**config.mk**
```make
export PLATFORM = sky130hd
export DESIGN_NAME = irqgate_top
export DESIGN_NICKNAME = d
export VERILOG_FILES = /design/src/rtl/irqgate_pkg.sv /design/src/rtl/irqgate_chan.sv /design/src/rtl/irqgate_decode.sv /design/src/rtl/irqgate_sel.sv /design/src/rtl/irqgate_top.sv
export SDC_FILE = /design/constraint.sdc
export NUM_CORES = 1
export LEC_CHECK = 0
export ABC_CLOCK_PERIOD_IN_PS = 1700
export BUFFER_PORTS_ARGS = -buffer_cell sky130_fd_sc_hd__buf_2
export CAP_MARGIN = 20
export CORE_MARGIN = 8
export CORE_UTILIZATION = 30
export DETAILED_ROUTE_END_ITERATION = 10
export GPL_ROUTABILITY_DRIVEN = 0
export GPL_TIMING_DRIVEN = 0
export PLACE_DENSITY = 0.68
export SLEW_MARGIN = 5
export SYNTH_ARGS = -nofsm -noshare
export SYNTH_HDL_FRONTEND = slang
export SYNTH_SLANG_ARGS = --single-unit
```
**constraint.sdc**
```tcl
create_clock -name clk_i -period 1.7 [get_ports clk_i]
set_input_delay 0 -clock clk_i [delete_from_list [all_inputs] [get_ports clk_i]]
set_output_delay 0 -clock clk_i [all_outputs]
set_load 0.03 [all_outputs]
```
**src/rtl/irqgate_pkg.sv**
```systemverilog
package irqgate_pkg;
  typedef logic [15:0] off_t;

  localparam off_t SEL_OFF = 16'h0000;
  localparam off_t ID_BASE = 16'h2280;
  localparam int   ID_BITS = 4;

  function automatic off_t ctrl_off(int ch, int nch);
    if (nch == 1) return 16'h0004;
    return (ch == 0) ? 16'h2200 : 16'h3200;
  endfunction

  function automatic off_t stat_off(int ch, int nch);
    if (nch == 1) return 16'h0000;
    return (ch == 0) ? 16'h2290 : 16'h3290;
  endfunction

  function automatic logic [ID_BITS-1:0] id_code(int nch);
    return (nch == 1) ? 4'hF : 4'h3;
  endfunction
endpackage

```
**src/rtl/irqgate_chan.sv**
```systemverilog
module irqgate_chan (
  input  logic clk_i,
  input  logic rst_ni,
  input  logic set_i,
  input  logic clr_i,
  input  logic pend_i,
  output logic en_o,
  output logic pend_o,
  output logic req_o
);
  logic en_q, pend_q;

  always_ff @(posedge clk_i or negedge rst_ni) begin
    if (!rst_ni) begin
      en_q   <= 1'b0;
      pend_q <= 1'b0;
    end else begin
      pend_q <= pend_i;
      if (set_i)      en_q <= 1'b1;
      else if (clr_i) en_q <= 1'b0;
    end
  end

  assign en_o   = en_q;
  assign pend_o = pend_q;
  assign req_o  = en_q & pend_q;
endmodule

```
**src/rtl/irqgate_decode.sv**
```systemverilog
module irqgate_decode
  import irqgate_pkg::*;
#(
  parameter int NUM_CH = 2
) (
  input  off_t              addr_i,
  input  logic              wr_i,
  input  logic              rd_i,
  output logic [NUM_CH-1:0] set_o,
  output logic [NUM_CH-1:0] clr_o,
  output logic [NUM_CH-1:0] stat_hit_o,
  output logic              sel_wr_o,
  output logic              sel_rd_o,
  output logic              id_hit_o,
  output logic [1:0]        id_idx_o
);
  localparam bit HAS_SEL = (NUM_CH == 2);

  for (genvar c = 0; c < NUM_CH; c++) begin : g_ch
    logic ctrl_hit;
    assign ctrl_hit      = (addr_i == ctrl_off(c, NUM_CH));
    assign set_o[c]      = wr_i & ctrl_hit;
    assign clr_o[c]      = rd_i & ~wr_i & ctrl_hit;
    assign stat_hit_o[c] = addr_i == stat_off(c, NUM_CH);
  end

  if (HAS_SEL) begin : g_sel
    assign sel_wr_o = wr_i & (addr_i == SEL_OFF);
    assign sel_rd_o = rd_i & (addr_i == SEL_OFF);
  end else begin : g_nosel
    assign sel_wr_o = 1'b0;
    assign sel_rd_o = 1'b0;
  end

  always_comb begin
    id_hit_o = 1'b0;
    id_idx_o = '0;
    for (int k = 0; k < ID_BITS; k++) begin
      if (addr_i == ID_BASE + off_t'(4 * k)) begin
        id_hit_o = 1'b1;
        id_idx_o = 2'(k);
      end
    end
  end
endmodule

```
**src/rtl/irqgate_sel.sv**
```systemverilog
module irqgate_sel #(
  parameter bit PRESENT = 1'b1
) (
  input  logic       clk_i,
  input  logic       rst_ni,
  input  logic       wr_i,
  input  logic [7:0] wdata_i,
  output logic       dma_sel_o,
  output logic       ext_win_o
);
  if (PRESENT) begin : g_reg
    logic dma_q, win_q;
    always_ff @(posedge clk_i or negedge rst_ni) begin
      if (!rst_ni) begin
        dma_q <= 1'b0;
        win_q <= 1'b0;
      end else if (wr_i) begin
        dma_q <= wdata_i[0];
        win_q <= wdata_i[5];
      end
    end
    assign dma_sel_o = dma_q;
    assign ext_win_o = win_q;
  end else begin : g_none
    assign dma_sel_o = 1'b0;
    assign ext_win_o = 1'b0;
  end
endmodule

```
**src/rtl/irqgate_top.sv**
```systemverilog
module irqgate_top
  import irqgate_pkg::*;
#(
  parameter int NUM_CH = 2,
  parameter int ADDR_W = 14
) (
  input  logic              clk_i,
  input  logic              rst_ni,
  input  logic [ADDR_W-1:0] addr_i,
  input  logic [7:0]        wdata_i,
  input  logic              wr_i,
  input  logic              rd_i,
  output logic [7:0]        rdata_o,
  input  logic [NUM_CH-1:0] pend_i,
  output logic              irq_o,
  output logic              dma_sel_o,
  output logic              ext_win_o
);
  localparam logic [ID_BITS-1:0] CODE = id_code(NUM_CH);

  off_t              addr_w;
  logic [NUM_CH-1:0] set_w, clr_w, stat_hit_w, en_w, pq_w, req_w;
  logic              sel_wr_w, sel_rd_w, id_hit_w;
  logic [1:0]        id_idx_w;

  assign addr_w = off_t'(addr_i);

  irqgate_decode #(.NUM_CH(NUM_CH)) i_decode (
    .addr_i    (addr_w),
    .wr_i      (wr_i),
    .rd_i      (rd_i),
    .set_o     (set_w),
    .clr_o     (clr_w),
    .stat_hit_o(stat_hit_w),
    .sel_wr_o  (sel_wr_w),
    .sel_rd_o  (sel_rd_w),
    .id_hit_o  (id_hit_w),
    .id_idx_o  (id_idx_w)
  );

  for (genvar c = 0; c < NUM_CH; c++) begin : g_chan
    irqgate_chan i_chan (
      .clk_i (clk_i),
      .rst_ni(rst_ni),
      .set_i (set_w[c]),
      .clr_i (clr_w[c]),
      .pend_i(pend_i[c]),
      .en_o  (en_w[c]),
      .pend_o(pq_w[c]),
      .req_o (req_w[c])
    );
  end

  irqgate_sel #(.PRESENT(NUM_CH == 2)) i_sel (
    .clk_i    (clk_i),
    .rst_ni   (rst_ni),
    .wr_i     (sel_wr_w),
    .wdata_i  (wdata_i),
    .dma_sel_o(dma_sel_o),
    .ext_win_o(ext_win_o)
  );

  assign irq_o = |req_w;

  always_comb begin
    rdata_o = '0;
    if (rd_i) begin
      if (sel_rd_w) rdata_o = {2'b00, ext_win_o, 4'b0000, dma_sel_o};
      for (int c = 0; c < NUM_CH; c++)
        if (stat_hit_w[c]) rdata_o = {7'b0, pq_w[c]};
      if (id_hit_w) rdata_o = {7'b0, CODE[id_idx_w]};
    end
  end
endmodule

```
After elaboration in Yosys (flattened, before gate mapping)
Index checks and enable logic that the tools add are counted.
{"block": "op_classes", "n_lt_le_gt_ge": 1, "n_eq_ne": 8, "mux": 18, "bitwise_logic": 10, "reduce_logical": 4}
{"operator": "== test 14 bit, second input constant", "count": 8}
{"operator": "2-to-1 mux 8 bit", "count": 4}
{"operator": "logical NOT 16 bit", "count": 1}
{"operator": "2-to-1 mux 1 bit", "count": 10}
{"operator": "bitwise AND 1 bit", "count": 9}
{"operator": "2-to-1 mux 6 bit", "count": 1}
{"operator": "2-to-1 mux 2 bit", "count": 2}
{"operator": "nonzero test 2 bit", "count": 2}
{"operator": "less-than comparator 2 x 3 -> 1 bit, second input constant", "count": 1}
{"operator": "binary-select mux 1 bit (select 2 bit)", "count": 1}
{"operator": "OR reduction 2 bit", "count": 1}
{"operator": "inverter 1 bit", "count": 1}
{"block": "totals", "ff_bits": 6, "in_bits": 28, "out_inout_bits": 11}

Logic depth before layout (Yosys ltp)
Gate-level depths: netlist (run 1).
{"block": "depth", "ltp_word": 8, "ltp_mapped": 4}

Cells and area by module
From an unflattened synthesis (run 1), not the netlist that was laid out.
{"block": "unflattened", "cells_unflattened": 57, "area_unflattened_um2": 505.5}
{"mod": "irqgate_decode", "instances": 1, "cells_each": 28, "area_each_um2": 183.9}
{"mod": "irqgate_chan", "instances": 2, "cells_each": 5, "area_each_um2": 67.6}
{"mod": "irqgate_top", "instances": 1, "cells_each": 15, "area_each_um2": 113.9}
{"mod": "irqgate_sel", "instances": 1, "cells_each": 4, "area_each_um2": 72.6}

Least setup slack after synthesis (run 1)
No wires, ideal clock.
{"block": "synth_path", "path_type": "input-to-output", "startpoint": "in addr_i[6]", "endpoint": "out rdata_o[0]", "t_arrival_ns": 1.121, "t_required_ns": 1.700, "setup_slack_ns": 0.579, "path_stages": 4, "path_buffers": 0, "path_cell_list": "nor4_4 and4_4 nand2_1 a21oi_1"}
{"block": "synth_between", "elab_chain_len": 8, "elab_cells_between_ends": 22, "cone_classes": "eq/ne (6); mux (14); bitwise (1); reduce/logical (1)"}
{"item": "from (decl)", "line_no": "irqgate_top.sv:9", "source": "input logic [ADDR_W-1:0] addr_i,"}
{"item": "== test 14 bit", "line_no": "irqgate_decode.sv:39", "source": "if (addr_i == ID_BASE + off_t'(4 * k)) begin"}
{"item": "2-to-1 mux 1 bit", "line_no": "irqgate_decode.sv:39"}
{"item": "2-to-1 mux 2 bit (2 in series)", "line_no": "irqgate_decode.sv:39"}
{"item": "binary-select mux 1 bit (select 2 bit)", "line_no": "irqgate_top.sv:71", "source": "if (id_hit_w) rdata_o = {7'b0, CODE[id_idx_w]};"}
{"item": "2-to-1 mux 1 bit (implied by the code)", "line_no": "irqgate_top.sv:71"}
{"item": "2-to-1 mux 8 bit *", "line_no": "irqgate_top.sv:71"}
{"item": "2-to-1 mux 8 bit *", "line_no": "irqgate_top.sv:67", "source": "if (rd_i) begin"}
{"item": "to (decl)", "line_no": "irqgate_top.sv:13", "source": "output logic [7:0] rdata_o,"}
Every way passes the cells marked *; elsewhere a longest branch is shown, timed or not. The select of a mux whose other input is x is not followed.

Worst setup path in the final report (run 1)
{"block": "layout_path", "startpoint": "reg g_chan[0].i_chan.pend_q", "endpoint": "out rdata_o[0]"}
{"block": "layout_between", "elab_chain_len": 4}
{"item": "from (decl)", "line_no": "irqgate_chan.sv:11", "source": "logic en_q, pend_q;"}
{"item": "from (signal assigned)", "line_no": "irqgate_chan.sv:18", "source": "pend_q <= pend_i;"}
{"item": "2-to-1 mux 8 bit (2 in series)", "line_no": "irqgate_top.sv:70", "source": "if (stat_hit_w[c]) rdata_o = {7'b0, pq_w[c]};"}
{"item": "2-to-1 mux 8 bit", "line_no": "irqgate_top.sv:71"}
{"item": "2-to-1 mux 8 bit", "line_no": "irqgate_top.sv:67"}
No other way between the ends.

==> results.py, run 1 <==
metrics = {
    "layout": {
        "layout-drive-gt1-share": 0.518,
        "final_cell_mix": "26 x buf_2, 6 x nand2_1, 6 x buf_4, 6 x conb_1, 6 x dfrtp_1",
        "areaGrowthSynthToFinish_pct": 58.0,
        "nets": 113,
        "antenna_cells": 0,
        "fillers": 140,
        "final_common_cell": "buf_2",
    },
    "routing": {
        "firstDrtPassIters": 3,
        "route.final.wire_length_mm": 1.05,
        "wire_per_inst_um": 10.7,
        "vias_per_cell": 4.28,
        "post-route-drc-count": 0,
        "vias": 419,
        "drt_iter0_drc": 4,
        "ant_nets": 0,
    },
    "power": {
        "switching_share": 0.248,
        "p_comb_frac": 0.241,
        "power.switching_uw": 87.8,
        "peakVddDrop_uv": 461,
        "power-per-cell-area_mw_per_mm2": 540,
        "total_power_uw": 353,
        "p_clk_frac": 0.341,
        "seqPwrFrac": 0.418,
        "p_leak_uw": 0.000347,
        "cellInternalPower_uw": 266,
    },
    "yosys": {
        "synth_top_cell_by_area": "dfrtp_1",
        "synth_flop_cell": "dfrtp_1",
        "yosysSeqAreaShare": 0.363,
        "synth_top_area_share": 0.363,
        "ys_top_cells_by_area": "dfrtp_1 36%, buf_4 11%, mux2_4 7.3%, o21ai_0 6.0%, nand2_1 5.4%",
        "synth_edf_count": 0,
        "synth-seq-cells": 6,
        "syn_area_per_cell_um2": 9.41,
        "syn_inst": 44,
        "yosys_warnings": 0,
        "yosysUniqueCellTypes": 21,
        "async_flop_share": 1.00,
        "syn_area_um2": 414,
    },
    "critical_path": {
        "required_ps": 1700,
        "worst-path-max-fanout": 2,
        "slowest_stage": "dfrtp_1",
        "max_stage_delay_ps": 350,
        "critical_path.endpoint_type": "primary output",
        "critPathArrivalTime_ps": 1180,
        "cp_cell_sequence": "a31oi_1 -> a21o_1 -> a21oi_1 -> buf_2",
        "worstSetupStartpointType": "flop",
        "path_class": "flop to primary output",
    },
    "floorplanning": {
        "pin_count": 39,
        "start_util": 0.318,
        "fp.dieH_um": 53.2,
        "design.core.area_mm2": 0.00130,
        "die_w_um": 53.2,
        "placementRows": 13,
        "dieArea_mm2": 0.00283,
    },
    "timing": {
        "fin_tns_setup_ps": 0,
        "hold_viol": 0,
        "fin_crit_ps": 1180,
        "skew_ps": 0,
        "timing.fmax_ghz": 0.848,
        "setup_viol": 0,
        "slew_violations": 0,
        "rsz0062_at_grt": "false",
        "post-route-period-util": 0.693,
    },
    "cts": {
        "clock_latency_ps": 230,
        "clock_path_buffers": 2,
        "cts-buffers-inserted": 3,
        "ctsResizeCount": 0,
        "cts_root_buf": "clkbuf_4",
        "clk_pin_slew_worst_paths_ps": 40,
        "htree_levels": 1,
        "cts_sinks": 6,
        "cts_tree": "built",
    },
    "global_route": {
        "grt_pass1_vias": 445,
        "antenna_found_initial": 0,
        "overflow": 0,
        "grt_pass1_wl_mm": 1.78,
        "grt_max_degree": 7,
        "grt_use_total": 0.0822,
    },
    "outcome": {
        "outcome": "complete, no violations",
    },
    "placement": {
        "io_buffers": 26,
        "post-dp-hpwl_um": 930,
    },
    "run": {
        "maxCapViolCount": 0,
    },
    "hold_path": {
        "hold_path_class": "input port to flop",
    },
}
## power groups by stage
stage                     clock, uW  combinational, uW  sequential, uW
after global placement            0               75.4             150
after floorplan                   0               39.9             149
after CTS                       129               85.1             148
final                           121               85.1             148
after global routing            139               93.6             148
after detailed placement          0               76.3             150
## stage by stage
stage	setup slack (ps)	std cells	util	cell area, um2	hold WS (ps)
3_5_place_dp	485	90	0.447	582	-175
6_report	521	98	0.503	654	54.2
5_1_grt	419	98	0.503	654	62.1
4_1_cts	499	98	0.503	654	48.8
3_3_place_gp	495	90	0.447	582	-175
2_1_floorplan	579	49	-	433	-296
## final cells by class
cell class | count | area [um2] | share of cell area
repair buffers | 31 | 180 | 0.275
flip-flops and latches | 6 | 150 | 0.229
plain buffers | 6 | 45.0 | 0.0688
multi-input cells | 36 | 234 | 0.358
inverters | 1 | 3.75 | 0.00574
well taps | 15 | 18.8 | 0.0287
clock buffers | 3 | 22.5 | 0.0344
## cells by family (layout without fill, tap and decap cells)
family,count (synthesis),after routing,share of synthesized area
and+or+nand+nor,19,19,0.311
AOI/OAI and AO/OA,9,9,0.127
buffers and inverters,7,41,0.118
DFF,6,6,0.363
muxes,2,2,0.0725
other,1,6,0.00905
## critical path: cells and delay by family (launching register included)
kind | cells | cell delay [ps]
flip-flops | 1 | 350
AO/OA/AOI/OAI | 3 | 390
buffers and inverters | 1 | 210
## routing by layer
layer / GRT usage / vias up / wire [um]
li1: - / 226 / -
met1: 0.0820 / 178 / 418
met2: 0.148 / 15 / 523
met3: 0.0448 / 0 / 106
met4: 0.0126 / 0 / 0
met5: 0 / - / 0
## final timing paths
| path | endpoint | slack [ps] | depth (start not counted) | startpoint |
|---|---|---|---|---|
| max | rdata_o[0] | 520 | 4 | g_chan[0].i_chan.pend_o$_DFF_PN0_ |
| min | g_chan[1].i_chan.en_o$_DFFE_PN0P_ | 50 | 3 | wr_i |
| max reg2reg | i_sel.dma_sel_o$_DFFE_PN0P_ | 930 | 1 | i_sel.dma_sel_o$_DFFE_PN0P_ |
| min reg2reg | g_chan[0].i_chan.en_o$_DFFE_PN0P_ | 510 | 2 | g_chan[0].i_chan.en_o$_DFFE_PN0P_ |
| max in group asynchronous | g_chan[0].i_chan.pend_o$_DFF_PN0_ | 1460 | 2 | rst_ni |
| min in group asynchronous | i_sel.dma_sel_o$_DFFE_PN0P_ | 110 | 2 | rst_ni |
## synth_stat cells, types with 2 or more instances
cell     instances
mux2_4           2
nand2_1          6
buf_4            6
nor2_1           2
dfrtp_1          6
nand4_1          3
o21ai_0          5
## what timing repair did
item                                    4_1_cts  5_1_grt
setup buffers                                 0        0
endpoints found under the hold margin        10        0
endpoints found under the setup margin        0        0
hold buffers                                  5        0
## registers in the layout (all words and copies together) (netlist names)
| name | cells |
|---|---|
| g_chan.i_chan.en_o | 2 |
| g_chan.i_chan.pend_o | 2 |
| i_sel.dma_sel_o | 1 |
| i_sel.ext_win_o | 1 |
No activity file was read; power rests on OpenSTA's default activity.
==> inputs of run 2 (changes only) <==
ABC_CLOCK_PERIOD_IN_PS = 1100   (was 1700)
clock period = 1.1 ns   (was 1.7 ns; I/O delays follow)
==> run 2 against run 1 <==
The flow now finishes with violations (setup timing). Die area is the same. Clock power grew 63%. Hold slack lost 4.5 ps. Non-clock buffer count grew 1. First-iteration DRC count shrank 50%. Critical path type unchanged. Clock skew is the same. Critical path depth is the same. Count of clock-buffer cells in the layout is the same. Worst setup slack lost 550 ps.
==> results.py, run 2 (same netlist as run 1, synthesis figures left out) <==
metrics = {
    "layout": {
        "final_util": 0.518,
        "nets": 114,
        "final_common_cell": "buf_2",
        "design_area_um2": 674,
        "multi_input_area_um2": 238,
        "layout-drive-gt1-share": 0.536,
        "fillers": 137,
        "final_cell_mix": "24 x buf_2, 8 x buf_4, 6 x nand2_1, 6 x conb_1, 6 x dfrtp_1",
        "areaGrowthSynthToFinish_pct": 62.8,
        "regArea_um2": 150,
        "antenna_cells": 0,
    },
    "routing": {
        "wire_per_inst_um": 12.0,
        "drt_iter0_drc": 2,
        "ant_nets": 0,
        "vias": 455,
        "route.final.wire_length_mm": 1.19,
        "vias_per_cell": 4.60,
        "post-route-drc-count": 0,
        "firstDrtPassIters": 4,
    },
    "global_route": {
        "grt_max_degree": 7,
        "grt_pass1_wl_mm": 1.90,
        "antenna_found_initial": 0,
        "grt_use_total": 0.0904,
        "overflow": 0,
        "grt_pass1_vias": 488,
    },
    "outcome": {
        "outcome": "finished with violations",
        "violations": "setup timing",
    },
    "placement": {
        "pre_cts_slack_ps": -123,
        "io_buffers": 26,
        "post-dp-hpwl_mm": 1.01,
        "dpl_cell_area_um2": 586,
    },
    "cts": {
        "cts_tree": "built",
        "cts_root_buf": "clkbuf_4",
        "clock_path_buffers": 2,
        "cts-buffers-inserted": 3,
        "htree_levels": 1,
        "cts_sinks": 6,
        "clk_pin_slew_worst_paths_ps": 50,
        "clock_latency_ps": 240,
    },
    "critical_path": {
        "slowest_stage": "dfrtp_1",
        "critPathArrivalTime_ps": 1130,
        "max_stage_delay_ps": 350,
        "r2r_setup_slack_ps": 320,
        "required_ps": 1100,
        "cp_cell_sequence": "nand4_1 -> a21o_1 -> a21oi_2 -> buf_6",
        "worst-path-max-fanout": 2,
        "path_class": "flop to primary output",
        "critical_path.endpoint_type": "primary output",
        "worstSetupStartpointType": "flop",
    },
    "floorplanning": {
        "dieArea_mm2": 0.00283,
        "pin_count": 39,
        "die_w_um": 53.2,
        "design.core.area_mm2": 0.00130,
        "placementRows": 13,
        "fp.dieH_um": 53.2,
        "start_util": 0.318,
    },
    "timing": {
        "timing.fmax_ghz": 0.883,
        "fin_crit_ps": 1130,
        "slew_violations": 0,
        "skew_ps": 0,
        "hold_viol": 0,
        "fin_tns_setup_ps": -38.7,
        "rsz0062_at_grt": "true",
        "post-route-period-util": 1.03,
        "setup_viol": 2,
        "fin_ws_ps": -32.9,
    },
    "power": {
        "switching_share": 0.263,
        "total_power_uw": 561,
        "peakVddDrop_uv": 501,
        "p_comb_frac": 0.243,
        "p_clk_frac": 0.350,
        "seqPwrFrac": 0.406,
        "p_leak_uw": 0.000352,
        "power-per-cell-area_mw_per_mm2": 832,
        "power.switching_uw": 148,
        "cellInternalPower_uw": 413,
    },
    "run": {
        "maxCapViolCount": 0,
    },
    "hold_path": {
        "hold_path_class": "input port to flop",
    },
}
==> run 2: cell count changes in the layout (fill, tap and decap cells not counted), sizes merged <==
cell / previous run / this run
buf: 32 / 33
==> run 2: metal layers <==
metal	global-route usage	share of wire	vias up
met4	0.0504	0	0
met5	0	0	-
met1	0.0767	0.34	207
li1	-	-	231
met3	0.0476	0.096	0
met2	0.164	0.56	17
==> run 2: power by group through the flow <==
stage / registers, uW / logic [uW] / clock network, uW
floorplan: 231 / 62.0 / 0
global placement: 232 / 117 / 0
detailed placement: 232 / 120 / 0
CTS: 228 / 133 / 208
global route: 228 / 149 / 227
finish: 228 / 136 / 197
==> run 2: per-stage QoR <==
step / hold slack [ps] / instances
floorplan: -296 / 49
global placement: -176 / 90
detailed placement: -173 / 90
CTS: 46.6 / 98
global route: 59.3 / 99
finish: 49.7 / 99
==> run 2: worst max-delay path, delay by kind of cell (launching register included) <==
kind                   cells  cell delay (ps)
and+or+nand+nor            1              100
DFF                        1              350
AOI/OAI and AO/OA          2              300
buffers and inverters      1              150
==> run 2: path summary, 6_finish.rpt <==
| kind | startpoint | end | cells past startpoint |
|---|---|---|---|
| min in group asynchronous | rst_ni | i_sel.ext_win_o$_DFFE_PN0P_ | 2 |
| max in group asynchronous | rst_ni | g_chan[1].i_chan.en_o$_DFFE_PN0P_ | 2 |
| max reg2reg | i_sel.dma_sel_o$_DFFE_PN0P_ | i_sel.dma_sel_o$_DFFE_PN0P_ | 1 |
| max | g_chan[1].i_chan.pend_o$_DFF_PN0_ | rdata_o[0] | 4 |
| min | wr_i | g_chan[0].i_chan.en_o$_DFFE_PN0P_ | 3 |
| min reg2reg | g_chan[0].i_chan.en_o$_DFFE_PN0P_ | g_chan[0].i_chan.en_o$_DFFE_PN0P_ | 2 |
==> run 2: timing repair <==
item | CTS | global route
setup buffers | 0 | 1
pin swaps | 1 | 2
endpoints found under the setup margin | 1 | 2
hold endpoints to repair | 10 | 0
resized for setup | 2 | 2
cloned | 0 | 0
hold buffers | 5 | 0
==> run 2: final cells by class <==
class,count,area share
Buffer,6,0.0668
Inverter,1,0.00557
Tap cell,15,0.0278
Multi-Input combinational cell,36,0.353
Clock buffer,3,0.0334
Sequential cell,6,0.223
Timing Repair Buffer,32,0.291
